<file path="src/rtl/eag_pkg.sv">
package eag_pkg;
    typedef enum logic [2:0] {
        AM_INH = 3'd0,
        AM_IMM = 3'd1,
        AM_DIR = 3'd2,
        AM_EXT = 3'd3,
        AM_IDX = 3'd4,
        AM_REL = 3'd5
    } amode_e;

    // Codes above the last defined mode behave as inherent.
    function automatic amode_e norm_mode(input logic [2:0] code);
        return (code > 3'd5) ? AM_INH : amode_e'(code);
    endfunction
endpackage

</file>
<file path="src/rtl/eag_len.sv">
module eag_len
    import eag_pkg::*;
#(
    parameter int LW = 3
) (
    input  amode_e          mode,
    input  logic            pb,
    input  logic            wide,
    output logic [LW-1:0]   len,
    output logic [1:0]      need
);
    logic [LW-1:0] base;

    always_comb begin
        case (mode)
            AM_IMM:  begin base = wide ? LW'(3) : LW'(2); need = 2'd0; end
            AM_DIR:  begin base = LW'(2); need = 2'd1; end
            AM_EXT:  begin base = LW'(3); need = 2'd2; end
            AM_IDX:  begin base = LW'(2); need = 2'd1; end
            AM_REL:  begin base = LW'(2); need = 2'd1; end
            default: begin base = LW'(1); need = 2'd0; end
        endcase
        len = base + LW'(pb);
    end
endmodule

</file>
<file path="src/rtl/eag_form.sv">
module eag_form
    import eag_pkg::*;
#(
    parameter int DW = 8,
    parameter int LW = 3,
    localparam int AW = 2 * DW
) (
    input  amode_e          mode,
    input  logic            pb,
    input  logic            sel,
    input  logic            taken,
    input  logic [AW-1:0]   pc,
    input  logic [AW-1:0]   ix,
    input  logic [AW-1:0]   iy,
    input  logic [DW-1:0]   hi,
    input  logic [DW-1:0]   lo,
    input  logic [LW-1:0]   len,
    output logic [AW-1:0]   ea,
    output logic            noaddr
);
    logic [AW-1:0] succ;
    logic [AW-1:0] zext;
    logic [AW-1:0] sext;
    logic [AW-1:0] base_reg;

    always_comb begin
        succ     = pc + AW'(len);
        zext     = AW'(lo);
        sext     = {{DW{lo[DW-1]}}, lo};
        base_reg = sel ? iy : ix;
        noaddr   = 1'b0;
        case (mode)
            AM_IMM:  ea = pc + AW'(1) + AW'(pb);
            AM_DIR:  ea = zext;
            AM_EXT:  ea = {hi, lo};
            AM_IDX:  ea = base_reg + zext;
            AM_REL:  ea = taken ? (succ + sext) : succ;
            default: begin ea = '0; noaddr = 1'b1; end
        endcase
    end
endmodule

</file>
<file path="src/rtl/eag_unit.sv">
module eag_unit
    import eag_pkg::*;
#(
    parameter int DW = 8,
    parameter int LW = 3,
    localparam int AW = 2 * DW
) (
    input  logic            clk,
    input  logic            rst_n,
    input  logic            start,
    input  logic [2:0]      mode,
    input  logic            prebyte,
    input  logic            imm_wide,
    input  logic            idx_sel,
    input  logic            br_taken,
    input  logic [AW-1:0]   pc,
    input  logic [AW-1:0]   ix,
    input  logic [AW-1:0]   iy,
    input  logic            opnd_valid,
    input  logic [DW-1:0]   opnd_byte,
    output logic [AW-1:0]   ea,
    output logic [LW-1:0]   ilen,
    output logic            done,
    output logic            no_addr
);
    typedef struct packed {
        logic            busy;
        logic [1:0]      got;
        logic [DW-1:0]   hi;
        amode_e          mode;
        logic            pb;
        logic            wide;
        logic            sel;
        logic            taken;
        logic [AW-1:0]   pc;
        logic [AW-1:0]   ix;
        logic [AW-1:0]   iy;
        logic [AW-1:0]   ea;
        logic [LW-1:0]   len;
        logic            done;
        logic            noaddr;
    } st_t;

    st_t s_d, s_q;

    // Request view: live inputs in the start cycle, latched copy afterwards.
    amode_e        cur_mode;
    logic          cur_pb, cur_wide, cur_sel, cur_taken;
    logic [AW-1:0] cur_pc, cur_ix, cur_iy;
    logic [LW-1:0] f_len;
    logic [1:0]    f_need;
    logic [AW-1:0] f_ea;
    logic          f_noaddr;

    always_comb begin
        if (start) begin
            cur_mode  = norm_mode(mode);
            cur_pb    = prebyte;
            cur_wide  = imm_wide;
            cur_sel   = idx_sel;
            cur_taken = br_taken;
            cur_pc    = pc;
            cur_ix    = ix;
            cur_iy    = iy;
        end else begin
            cur_mode  = s_q.mode;
            cur_pb    = s_q.pb;
            cur_wide  = s_q.wide;
            cur_sel   = s_q.sel;
            cur_taken = s_q.taken;
            cur_pc    = s_q.pc;
            cur_ix    = s_q.ix;
            cur_iy    = s_q.iy;
        end
    end

    eag_len #(.LW(LW)) u_len (
        .mode (cur_mode),
        .pb   (cur_pb),
        .wide (cur_wide),
        .len  (f_len),
        .need (f_need)
    );

    eag_form #(.DW(DW), .LW(LW)) u_form (
        .mode   (cur_mode),
        .pb     (cur_pb),
        .sel    (cur_sel),
        .taken  (cur_taken),
        .pc     (cur_pc),
        .ix     (cur_ix),
        .iy     (cur_iy),
        .hi     (s_q.hi),
        .lo     (opnd_byte),
        .len    (f_len),
        .ea     (f_ea),
        .noaddr (f_noaddr)
    );

    always_comb begin
        s_d      = s_q;
        s_d.done = 1'b0;
        if (start) begin
            s_d.mode  = cur_mode;
            s_d.pb    = cur_pb;
            s_d.wide  = cur_wide;
            s_d.sel   = cur_sel;
            s_d.taken = cur_taken;
            s_d.pc    = cur_pc;
            s_d.ix    = cur_ix;
            s_d.iy    = cur_iy;
            s_d.got   = 2'd0;
            s_d.hi    = '0;
            if (f_need == 2'd0) begin
                s_d.busy   = 1'b0;
                s_d.done   = 1'b1;
                s_d.ea     = f_ea;
                s_d.len    = f_len;
                s_d.noaddr = f_noaddr;
            end else begin
                s_d.busy = 1'b1;
            end
        end else if (s_q.busy && opnd_valid) begin
            if (s_q.got + 2'd1 == f_need) begin
                s_d.busy   = 1'b0;
                s_d.got    = 2'd0;
                s_d.done   = 1'b1;
                s_d.ea     = f_ea;
                s_d.len    = f_len;
                s_d.noaddr = f_noaddr;
            end else begin
                s_d.hi  = opnd_byte;
                s_d.got = s_q.got + 2'd1;
            end
        end
    end

    always_ff @(posedge clk or negedge rst_n) begin
        if (!rst_n) s_q <= '0;
        else        s_q <= s_d;
    end

    assign ea      = s_q.ea;
    assign ilen    = s_q.len;
    assign done    = s_q.done;
    assign no_addr = s_q.noaddr;

    AST_DIR_PAGE_ZERO: assert property (@(posedge clk) disable iff (!rst_n)
        (done && s_q.mode == AM_DIR) |-> (ea[AW-1:DW] == '0));
    AST_NOADDR_EA_ZERO: assert property (@(posedge clk) disable iff (!rst_n)
        no_addr |-> (ea == '0));
    AST_QUICK_FINISH: assert property (@(posedge clk) disable iff (!rst_n)
        (start && (norm_mode(mode) == AM_INH || norm_mode(mode) == AM_IMM)) |=> done);
    AST_LEN_BOUNDS: assert property (@(posedge clk) disable iff (!rst_n)
        done |-> (ilen >= LW'(1) && ilen <= LW'(5)));
    AST_DONE_PULSE: assert property (@(posedge clk) disable iff (!rst_n)
        (done && !start) |=> !done);
    AST_NO_EARLY_DONE: assert property (@(posedge clk) disable iff (!rst_n)
        (s_q.busy && !opnd_valid && !start) |=> !done);
    AST_IDLE_BYTE_QUIET: assert property (@(posedge clk) disable iff (!rst_n)
        (!s_q.busy && !start) |=> (!done && $stable(ea)));
endmodule

</file>
<file path="config.mk">
export PLATFORM = sky130hd
export DESIGN_NAME = eag_unit
export DESIGN_NICKNAME = d
export VERILOG_FILES = /design/src/rtl/eag_pkg.sv /design/src/rtl/eag_len.sv /design/src/rtl/eag_form.sv /design/src/rtl/eag_unit.sv
export SDC_FILE = /design/constraint.sdc
export NUM_CORES = 1
export LEC_CHECK = 0
export ABC_AREA = 1
export ABC_CLOCK_PERIOD_IN_PS = 4200
export BUFFER_PORTS_ARGS = -buffer_cell sky130_fd_sc_hd__buf_2
export CAP_MARGIN = 20
export CORE_ASPECT_RATIO = 0.5
export CORE_UTILIZATION = 40
export DETAILED_ROUTE_END_ITERATION = 8
export PLACE_DENSITY_LB_ADDON = 0.15
export SYNTH_ARGS = -nofsm -noshare
export SYNTH_HDL_FRONTEND = slang
export SYNTH_HIERARCHICAL = 1
export SYNTH_SLANG_ARGS = --single-unit
</file>
<file path="constraint.sdc">
create_clock -name clk -period 4.2 [get_ports clk]
set_input_delay 0.63 -clock clk [delete_from_list [all_inputs] [get_ports clk]]
set_output_delay 0.63 -clock clk [all_outputs]
set_load 0.02 [all_outputs]
</file>
* Word-level counts from Yosys, hierarchy flattened
Cells that the tools add are included.
Storage, ports and cells: bits in registers 87, latch bits 0, RAM bits 0, bits in read-only memories 0, memories 0
Cells by class: $add $sub $neg 7, multipliers 0, divide/modulo/power cells 0, order comparisons 1, eq/ne operators 8, shift-type cells 0, mux-type cells 26, bitwise gates (word level) 0, reductions and logical operators 9
Operators by type and width (count):
- 2-to-1 mux 21 bit | 4
- 2-to-1 mux 16 bit | 5
- case mux 16 bit (5 select lines) | 1
- 2-to-1 mux 11 bit | 2
- adder 16 x 1 -> 16 bit | 1
- adder 16 x 1 -> 16 bit (second input constant) | 1
- adder 16 bit | 1
- adder 16 x 3 -> 16 bit | 1
- adder 16 x 8 -> 16 bit | 1
- case mux 3 bit (3 select lines) | 1
- 2-to-1 mux 1 bit | 8
- 2-to-1 mux 8 bit | 1
- equality test 3 x 2 -> 1 bit (second input constant) | 2
- equality test 3 bit (second input constant) | 2
- 2-to-1 mux 3 bit | 2
- OR reduction 5 bit | 1
- case mux 2 bit (2 select lines) | 1
- AND reduction 2 bit | 2
- nonzero test 2 bit | 2
- adder 3 x 1 -> 3 bit | 1
- equality test 3 x 1 -> 1 bit (second input constant) | 1
- > comparator 3 bit (second input constant) | 1
- AND reduction 3 bit | 1
- OR reduction 3 bit | 1
- 7 further kinds | 7

* Logic depth before layout (Yosys ltp)
Gate-level depths: netlist of the first run.
depth in word-level cells 14, gate-level depth with buffers 34, gate-level depth less buffers 33

* Cells and area by module
The synthesis of the first run kept the hierarchy.
Modules (own cells, without submodules):
- eag_unit | instances 1, cells each 471, area each 3848.7 um^2, sequential area each 2177.1 um^2
- eag_form | instances 1, cells each 534, area each 2831.5 um^2, sequential area each 0.0 um^2
- eag_len | instances 1, cells each 15, area each 87.6 um^2, sequential area each 0.0 um^2

* Worst setup path after synthesis of the first run
Ideal clock, no wire load.
path type input to register, start point in start, end point reg s_q, in the netlist ea[14], setup time 0.119 ns, arrival time 4.377 ns, required time 4.081 ns, path slack -0.296 ns, stages on the path 29, buffers on the path 1, cell sequence inv_2 > buf_2 > o31ai_1 > nand2_1 > nand3_2 > nand2_1 > ha_1 > ha_1 > inv_1 > fa_1 > inv_1 > nand2_1 > a21oi_2 > nand3_1 > o21ai_0 > nand2_1 > ha_1 > nand2_1 > nor2_1 > nor2_1 > inv_1 > a21oi_1 > nand2_1 > nand2_1 > nand3_1 > nand2_1 > nand3_1 > nand4_1 > nand2_1
Between the ends: longest elaborated chain between the ends 12, elaborated cells on any way between the ends 36, classes of those cells 6 x add/sub; 7 x eq/ne; 18 x mux; 5 x reduce/logical
Ends and longest elaborated chain:
- from (decl) | RTL line eag_unit.sv:10 | input logic start,
- 2-to-1 mux 3 bit * | RTL line eag_unit.sv:56 | if (start) begin
- via cur_mode[1] | RTL line eag_unit.sv:47 | amode_e cur_mode;
- equality test 3 x 2 -> 1 bit or equality test 3 bit (tied branches) | RTL line eag_len.sv:15 | case (mode)
- OR reduction 3 bit (no source line)
- case mux 3 bit (3 select lines) * | RTL line eag_len.sv:15
- adder 3 x 1 -> 3 bit * | RTL line eag_len.sv:23 | len = base + LW'(pb);
- via f_len[1] | RTL line eag_unit.sv:50 | logic [LW-1:0] f_len;
- adder 16 x 3 -> 16 bit * | RTL line eag_form.sv:27 | succ = pc + AW'(len);
- adder 16 bit | RTL line eag_form.sv:37 | AM_REL: ea = taken ? (succ + sext) : succ;
- 2-to-1 mux 16 bit * | RTL line eag_form.sv:37
- case mux 16 bit (5 select lines) * | RTL line eag_form.sv:32 | case (mode)
- via f_ea[14] | RTL line eag_unit.sv:52 | logic [AW-1:0] f_ea;
- 2-to-1 mux 21 bit | RTL line eag_unit.sv:124 | if (s_q.got + 2'd1 == f_need) begin
- 2-to-1 mux 21 bit | RTL line eag_unit.sv:123 | end else if (s_q.busy && opnd_valid) begin
- 2-to-1 mux 21 bit * | RTL line eag_unit.sv:103 | if (start) begin
- to (signal assigned) | RTL line eag_unit.sv:139 | if (!rst_n) s_q <= '0;
- to (signal assigned) | RTL line eag_unit.sv:140 | else s_q <= s_d;
- to (decl) | RTL line eag_unit.sv:44 | st_t s_d, s_q;
The timed path passes the listed nets; every way through them passes the cells marked *. The select of a mux whose other input is x is not followed. A chain may end at the register's enable or synchronous reset.

* Final worst setup path of the first run
start point in start, end point reg s_q, in the netlist ea[13]
Same word-level chain as after synthesis.

==> results of run 1 <==
[logic make-up (layout without fill, tap and decap cells)]
logic type	Yosys count	after routing	share of synthesized area (%)
simple gates	630	630	40.0
buf+inv	149	310	10.0
compound gates	100	100	8.28
flops	87	87	32.2
fa+ha+maj	33	33	6.43
mux	11	11	1.77
xor+xnor	10	10	1.29
[power by group through the flow]
stage / registers (mW) / clock network [mW] / logic [mW]
floorplan: 0.985 / 0 / 0.755
global placement: 0.988 / 0 / 1.14
detailed placement: 0.991 / 0 / 1.15
CTS: 0.975 / 0.921 / 1.17
global route: 0.985 / 0.951 / 1.40
finish: 0.975 / 0.907 / 1.26
[metrics by stage]
stage | hold slack (ps) | utilization, % | cell area (um^2)
6_report | 339 | 52.8 | 8700
5_1_grt | 399 | 52.8 | 8700
4_1_cts | 370 | 50.8 | 8360
3_5_place_dp | 453 | 48.4 | 7980
3_3_place_gp | 448 | 48.4 | 7980
2_1_floorplan | 334 | - | 6830
[critical path: cells and delay by family]
| family | cells | cell delay [ps] |
|---|---|---|
| xor+xnor | 1 | 160 |
| buf+inv | 6 | 650 |
| compound gates | 1 | 310 |
| simple gates | 17 | 1600 |
| fa+ha+maj | 4 | 900 |
[final cells by class]
cell class                      instances  share of cell area, %
Inverter                              100                   4.40
Tap cell                              227                   3.27
Timing Repair Buffer                  194                   14.6
Multi-Input combinational cell        784                   48.9
Clock buffer                            9                   2.59
Clock inverter                          7                   1.17
Sequential cell                        87                   25.0
[Yosys cell counts, types with 3 or more instances]
master / count / area share [%]
inv_2: 8 / 0.44
nand3_1: 102 / 7.5
nand3b_1: 6 / 0.67
nor2_2: 3 / 0.28
xor2_1: 7 / 0.91
nor3_1: 7 / 0.52
inv_1: 90 / 5.0
xnor2_1: 3 / 0.39
o211ai_1: 4 / 0.44
nand2_2: 9 / 0.83
o21ai_1: 6 / 0.44
fa_1: 3 / 0.89
nand4_1: 30 / 2.8
buf_4: 22 / 2.4
nor2_1: 44 / 2.4
o21ai_0: 36 / 2.7
a21oi_1: 35 / 2.6
ha_1: 30 / 5.5
clkbuf_1: 6 / 0.33
nor2_4: 3 / 0.50
dfrtp_1: 87 / 32
mux2i_1: 3 / 0.44
o21bai_1: 5 / 0.55
nand2_1: 416 / 23
buf_2: 17 / 1.3
mux2_2: 8 / 1.3
nand3_2: 3 / 0.44
[repair_timing]
action                     CTS  global route
gates cloned                 0             0
resized for setup           11            59
setup endpoints to repair    7            11
pin swaps                   11            30
buffers inserted             2             8
[metal layers]
layer  share of wire (%)  track usage, %
met1                  50            37.1
met2                  42            38.5
met3                 6.4            5.97
met4                 1.6            6.28
met5                   0               0
[final timing paths]
| check | startpoint | end | cells after the start |
|---|---|---|---|
| max | start | ea[13]$_DFFE_PN0P_ | 29 |
| min | rst_n | s_q[23]$_DFFE_PN0P_ | 1 |
| max reg2reg | s_q[74]$_DFFE_PN0P_ | ea[10]$_DFFE_PN0P_ | 27 |
| min reg2reg | s_q[57]$_DFFE_PN0P_ | s_q[57]$_DFFE_PN0P_ | 2 |
| max in group asynchronous | rst_n | s_q[61]$_DFFE_PN0P_ | 2 |
| min in group clk | s_q[57]$_DFFE_PN0P_ | s_q[57]$_DFFE_PN0P_ | 2 |
[registers in the layout, summed over array words and instances, names as in the netlist]
name,cells
s_q,66
ilen,3
no_addr,1
ea,16
done,1
==> impl_metrics.csv, run 1 <==
group,metric,value,unit
worst_setup_path,cp.required,4430,ps
pwr,p_switching,1.16,mW
worst_setup_path,arrival,4250,ps
sta,min_period_over_period,95.6,%
route,finalWirelength,21800,um
flow_run,max_cap_violations,0,
synth,synth-seq-cells,87,
cts,clock_sinks,87,
synth,async_flop_share,100,%
pwr,pwr-share-clk,28.9,%
synth,yosys_warnings,6,
pwr,p_seq_share,31.1,%
final_layout,n_fill_cell,1659,
cts,clk_pin_slew_worst_paths,70,ps
sta,layout_setup_ws,186,ps
synth,synth_seq_area_share,32.2,%
final_layout,area_growth,28.5,%
place,dpl.cell_count,1382,
cts,cts_tree,"built",
pwr,swShare,37.0,%
die,die_y,94.0,um
worst_setup_path,crit_type,"input port to flip-flop",
route,vias_per_cell,4.98,
sta,hold_viol,0,
final_layout,nNetsFinal,1276,
global_route,antenna_found_initial,0,
place,hpwl,17000,um
final_layout,drive_gt1_share,26.1,%
worst_setup_path,cp_max_fo,7,
synth,synth_ff_type,"dfrtp_1",
sta,finClkSkew,7.65,ps
global_route,grt.total_usage,25.8,%
place,io_buffers,87,
route,drtAntennaViolNets,0,
die,start_util,41.1,%
route,wl_per_cell,15.5,um
place,place_congestion,1.01,
cts,cts_made_buffers,9,
synth,synthesis.nets,1120,
worst_setup_path,start_kind,"input port",
synth,synth_area_per_cell,6.64,um^2
pwr,powerDensity,361,nW/um^2
route,first_pass_iters,5,
sta,tns,0,ps
cts,root_buffer,"clkbuf_16",
sta,slew_viol_final,0,
global_route,grt_pass1_vias,6484,
pwr,p_int,1.98,mW
final_layout,final_common_cell,"nand2_1",
synth,yosysUniqueCellTypes,47,
synth,synth_edf_count,0,
synth,netlist_instances,1020,
worst_setup_path,crit_path_end_kind,"flip-flop",
cts,postCtsHoldBufs,0,
cts,clockBufferDepth,2,
route,drtIter0Drc,560,
final_layout,final_cell_mix,"399 x nand2_1, 105 x buf_4, 97 x nand3_1",
die,fp-row-count,33,
worst_setup_path,ff2ff_setup_slack,250,ps
worst_setup_path,cpPeakStageDelay,310,ps
cts,clk-insertion-delay-late,350,ps
die,core_area,16500,um^2
cts,cts_htree_levels,3,
die,dieWidth,186,um
sta,period_needed,4010,ps
pwr,combinationalPowerShare,40.0,%
die,die_area,17500,um^2
global_route,overflow,0,
global_route,grt_max_degree,57,
pwr,fin_total_pwr,3.14,mW
run_status,status,"complete, no violations",
final_layout,n_antenna_cell,0,
synth,synth_area,6770,um^2
pwr,leakage,4.82,nW
final_layout,ff_latch_area,2180,um^2
sta,setup_violations,0,
worst_setup_path,timing.critical_path.slowest_stage_cell,"o31ai_4",
global_route,grt_pass1_wl,34100,um
pwr,peakVddDrop,240,uV
route,num_vias,7006,
hold_path,hold_path_class,"input port to asynchronous set/reset pin",
worst_setup_path,crit_path_frequent_cell,"nand2_1",
sta,max_freq,249,MHz
die,io_pins,88,
route,drc,0,
final_layout,multi_input_area,4260,um^2
final_layout,final_cells,1408,
sta,rsz0062_at_grt,"yes",
sta,worstMarginPinSlew,944,ps
sta,slew_headroom,36.8,%
place,dp_slack,-479,ps
(Power assumes the default switching activity.)
==> run 2: changes to the inputs <==
--- a/config.mk
+++ b/config.mk
@@ -6,7 +6,7 @@
 export NUM_CORES = 1
 export LEC_CHECK = 0
 export ABC_AREA = 1
-export ABC_CLOCK_PERIOD_IN_PS = 4200
+export ABC_CLOCK_PERIOD_IN_PS = 4050
 export BUFFER_PORTS_ARGS = -buffer_cell sky130_fd_sc_hd__buf_2
 export CAP_MARGIN = 20
 export CORE_ASPECT_RATIO = 0.5
==> constraint.sdc (replaced) <==
create_clock -name clk -period 4.05 [get_ports clk]
set_input_delay 0.6075 -clock clk [delete_from_list [all_inputs] [get_ports clk]]
set_output_delay 0.6075 -clock clk [all_outputs]
set_load 0.02 [all_outputs]
==> run 2 against run 1 <==
Die area did not move. Non-clock buffer count is 15 higher. Largest cell class unchanged. Critical endpoint is now ea[11]$_DFFE_PN0P_. Critical path type unchanged. Global-route usage grew 1.1 points. The run now ends with setup timing left.
==> impl_metrics.csv, run 2 (same netlist as run 1, synthesis figures left out) <==
group,metric,value,unit
worst_setup_path,cp.required,4290,ps
final_layout,final_cell_mix,"384 x nand2_1, 116 x buf_4, 87 x dfrtp_1",
global_route,grt_pass1_vias,6727,
cts,clk-insertion-delay-late,350,ps
route,drtIter0Drc,540,
cts,cts_htree_levels,3,
route,drc,0,
pwr,peakVddDrop,189,uV
final_layout,fin_area,9020,um^2
sta,finClkSkew,10.7,ps
worst_setup_path,crit_type,"input port to flip-flop",
pwr,swShare,37.4,%
pwr,pwr-share-clk,28.4,%
final_layout,final_common_cell,"nand2_1",
cts,clk_pin_slew_worst_paths,70,ps
die,start_util,41.1,%
die,die_y,94.0,um
route,first_pass_iters,5,
worst_setup_path,cpPeakStageDelay,340,ps
global_route,overflow,0,
final_layout,n_antenna_cell,0,
sta,rsz0062_at_grt,"yes",
final_layout,largest_register_ffs,66,
global_route,antenna_found_initial,0,
route,wl_met2,9600,um
worst_setup_path,crit_path_end_kind,"flip-flop",
cts,root_buffer,"clkbuf_16",
route,routed-wl-met3,1650,um
sta,layout_setup_ws,-46.4,ps
pwr,p_int,2.08,mW
sta,hold_viol,0,
die,fp-row-count,33,
flow_run,max_cap_violations,0,
final_layout,nNetsFinal,1291,
place,hpwl,17600,um
run_status,failed_checks,"setup timing",
sta,slew_viol_final,0,
sta,min_period_over_period,101,%
cts,cts_made_buffers,9,
worst_setup_path,cp_max_fo,6,
worst_setup_path,start_kind,"input port",
final_layout,multi_input_area,4450,um^2
global_route,grt_max_degree,64,
place,io_buffers,87,
run_status,status,"finished with violations",
pwr,p_switching,1.25,mW
sta,period_needed,4100,ps
place,postPlaceCellArea,8120,um^2
route,wl_per_cell,15.9,um
pwr,leakage,4.97,nW
worst_setup_path,timing.critical_path.slowest_stage_cell,"fa_2",
die,core_area,16500,um^2
cts,clock_sinks,87,
route,drtAntennaViolNets,0,
pwr,fin_total_pwr,3.33,mW
sta,setup_violations,3,
final_layout,ff_latch_area,2180,um^2
sta,max_freq,244,MHz
final_layout,top_register,"s_q",
global_route,grt.total_usage,26.9,%
pwr,powerDensity,369,nW/um^2
route,wl_met1,11100,um
final_layout,area_growth,33.2,%
cts,cts_tree,"built",
hold_path,hold_path_class,"input port to asynchronous set/reset pin",
pwr,combinationalPowerShare,41.1,%
sta,worstMarginPinSlew,893,ps
route,num_vias,7230,
die,die_area,17500,um^2
final_layout,drive_gt1_share,30.3,%
die,dieWidth,186,um
worst_setup_path,arrival,4330,ps
route,finalWirelength,22600,um
sta,slew_headroom,40.3,%
pwr,p_seq_share,30.4,%
sta,tns,-79.7,ps
die,io_pins,88,
place,place_congestion,0.967,
route,top_layer,"met4",
worst_setup_path,crit_path_frequent_cell,"nand2_2",
global_route,grt_pass1_wl,35700,um
final_layout,n_fill_cell,1590,
route,vias_per_cell,5.08,
cts,clockBufferDepth,2,
[run 2: repair_timing]
item / CTS / global route
setup endpoints to repair: 11 / 12
hold endpoints to repair: 0 / 0
hold buffers: 0 / 0
setup buffers: 9 / 6
pin swaps: 23 / 54
gates resized for setup: 28 / 81
[run 2: through the flow]
stage               setup slack (ps)  util (%)  hold WS, ps  cells
detailed placement              -709      49.3          454   1392
global placement                -706      49.3          448   1392
CTS                            -3.62      52.4          381   1417
floorplan                      -3.71         -          312   1020
global route                    -258      54.7          418   1423
finish                         -46.4      54.7          354   1423
[run 2: area by class of cell]
class | count | area share, %
sequential | 87 | 24.1
clock inverter | 6 | 1.11
inverter | 100 | 4.30
timing repair buffer | 209 | 15.4
clock buffer | 10 | 2.54
tap | 227 | 3.15
multi-input combinational | 784 | 49.3
[run 2: worst paths after layout]
| check | startpoint | end | slack (ps) | depth (start not counted) |
|---|---|---|---|---|
| min in group clk | s_q[61]$_DFFE_PN0P_ | s_q[61]$_DFFE_PN0P_ | 460 | 2 |
| max in group asynchronous | rst_n | s_q[57]$_DFFE_PN0P_ | 2800 | 2 |
| max reg2reg | s_q[75]$_DFFE_PN0P_ | ea[11]$_DFFE_PN0P_ | 50 | 30 |
| min | rst_n | s_q[24]$_DFFE_PN0P_ | 350 | 1 |
| max | start | ea[11]$_DFFE_PN0P_ | -50 | 30 |
| min reg2reg | s_q[61]$_DFFE_PN0P_ | s_q[61]$_DFFE_PN0P_ | 460 | 2 |
[run 2: per-layer routing]
metal | global-route usage, % | vias up
met5 | 0 | -
met4 | 5.87 | 0
met3 | 5.50 | 24
met2 | 41.4 | 222
met1 | 38.4 | 3364
li1 | - | 3620
[run 2: worst max-delay path, delay by kind of cell]
family,cells,cell delay (ps)
compound gates,3,700
fa+ha+maj,4,1010
buf+inv,7,550
simple gates,16,1450
[run 2: power groups by stage]
stage	logic, mW	clock network (mW)	registers, mW
final	1.37	0.948	1.01
after detailed placement	1.22	0	1.03
after CTS	1.26	0.970	1.01
after global routing	1.51	0.999	1.02
after global placement	1.21	0	1.03
after floorplan	0.804	0	1.02
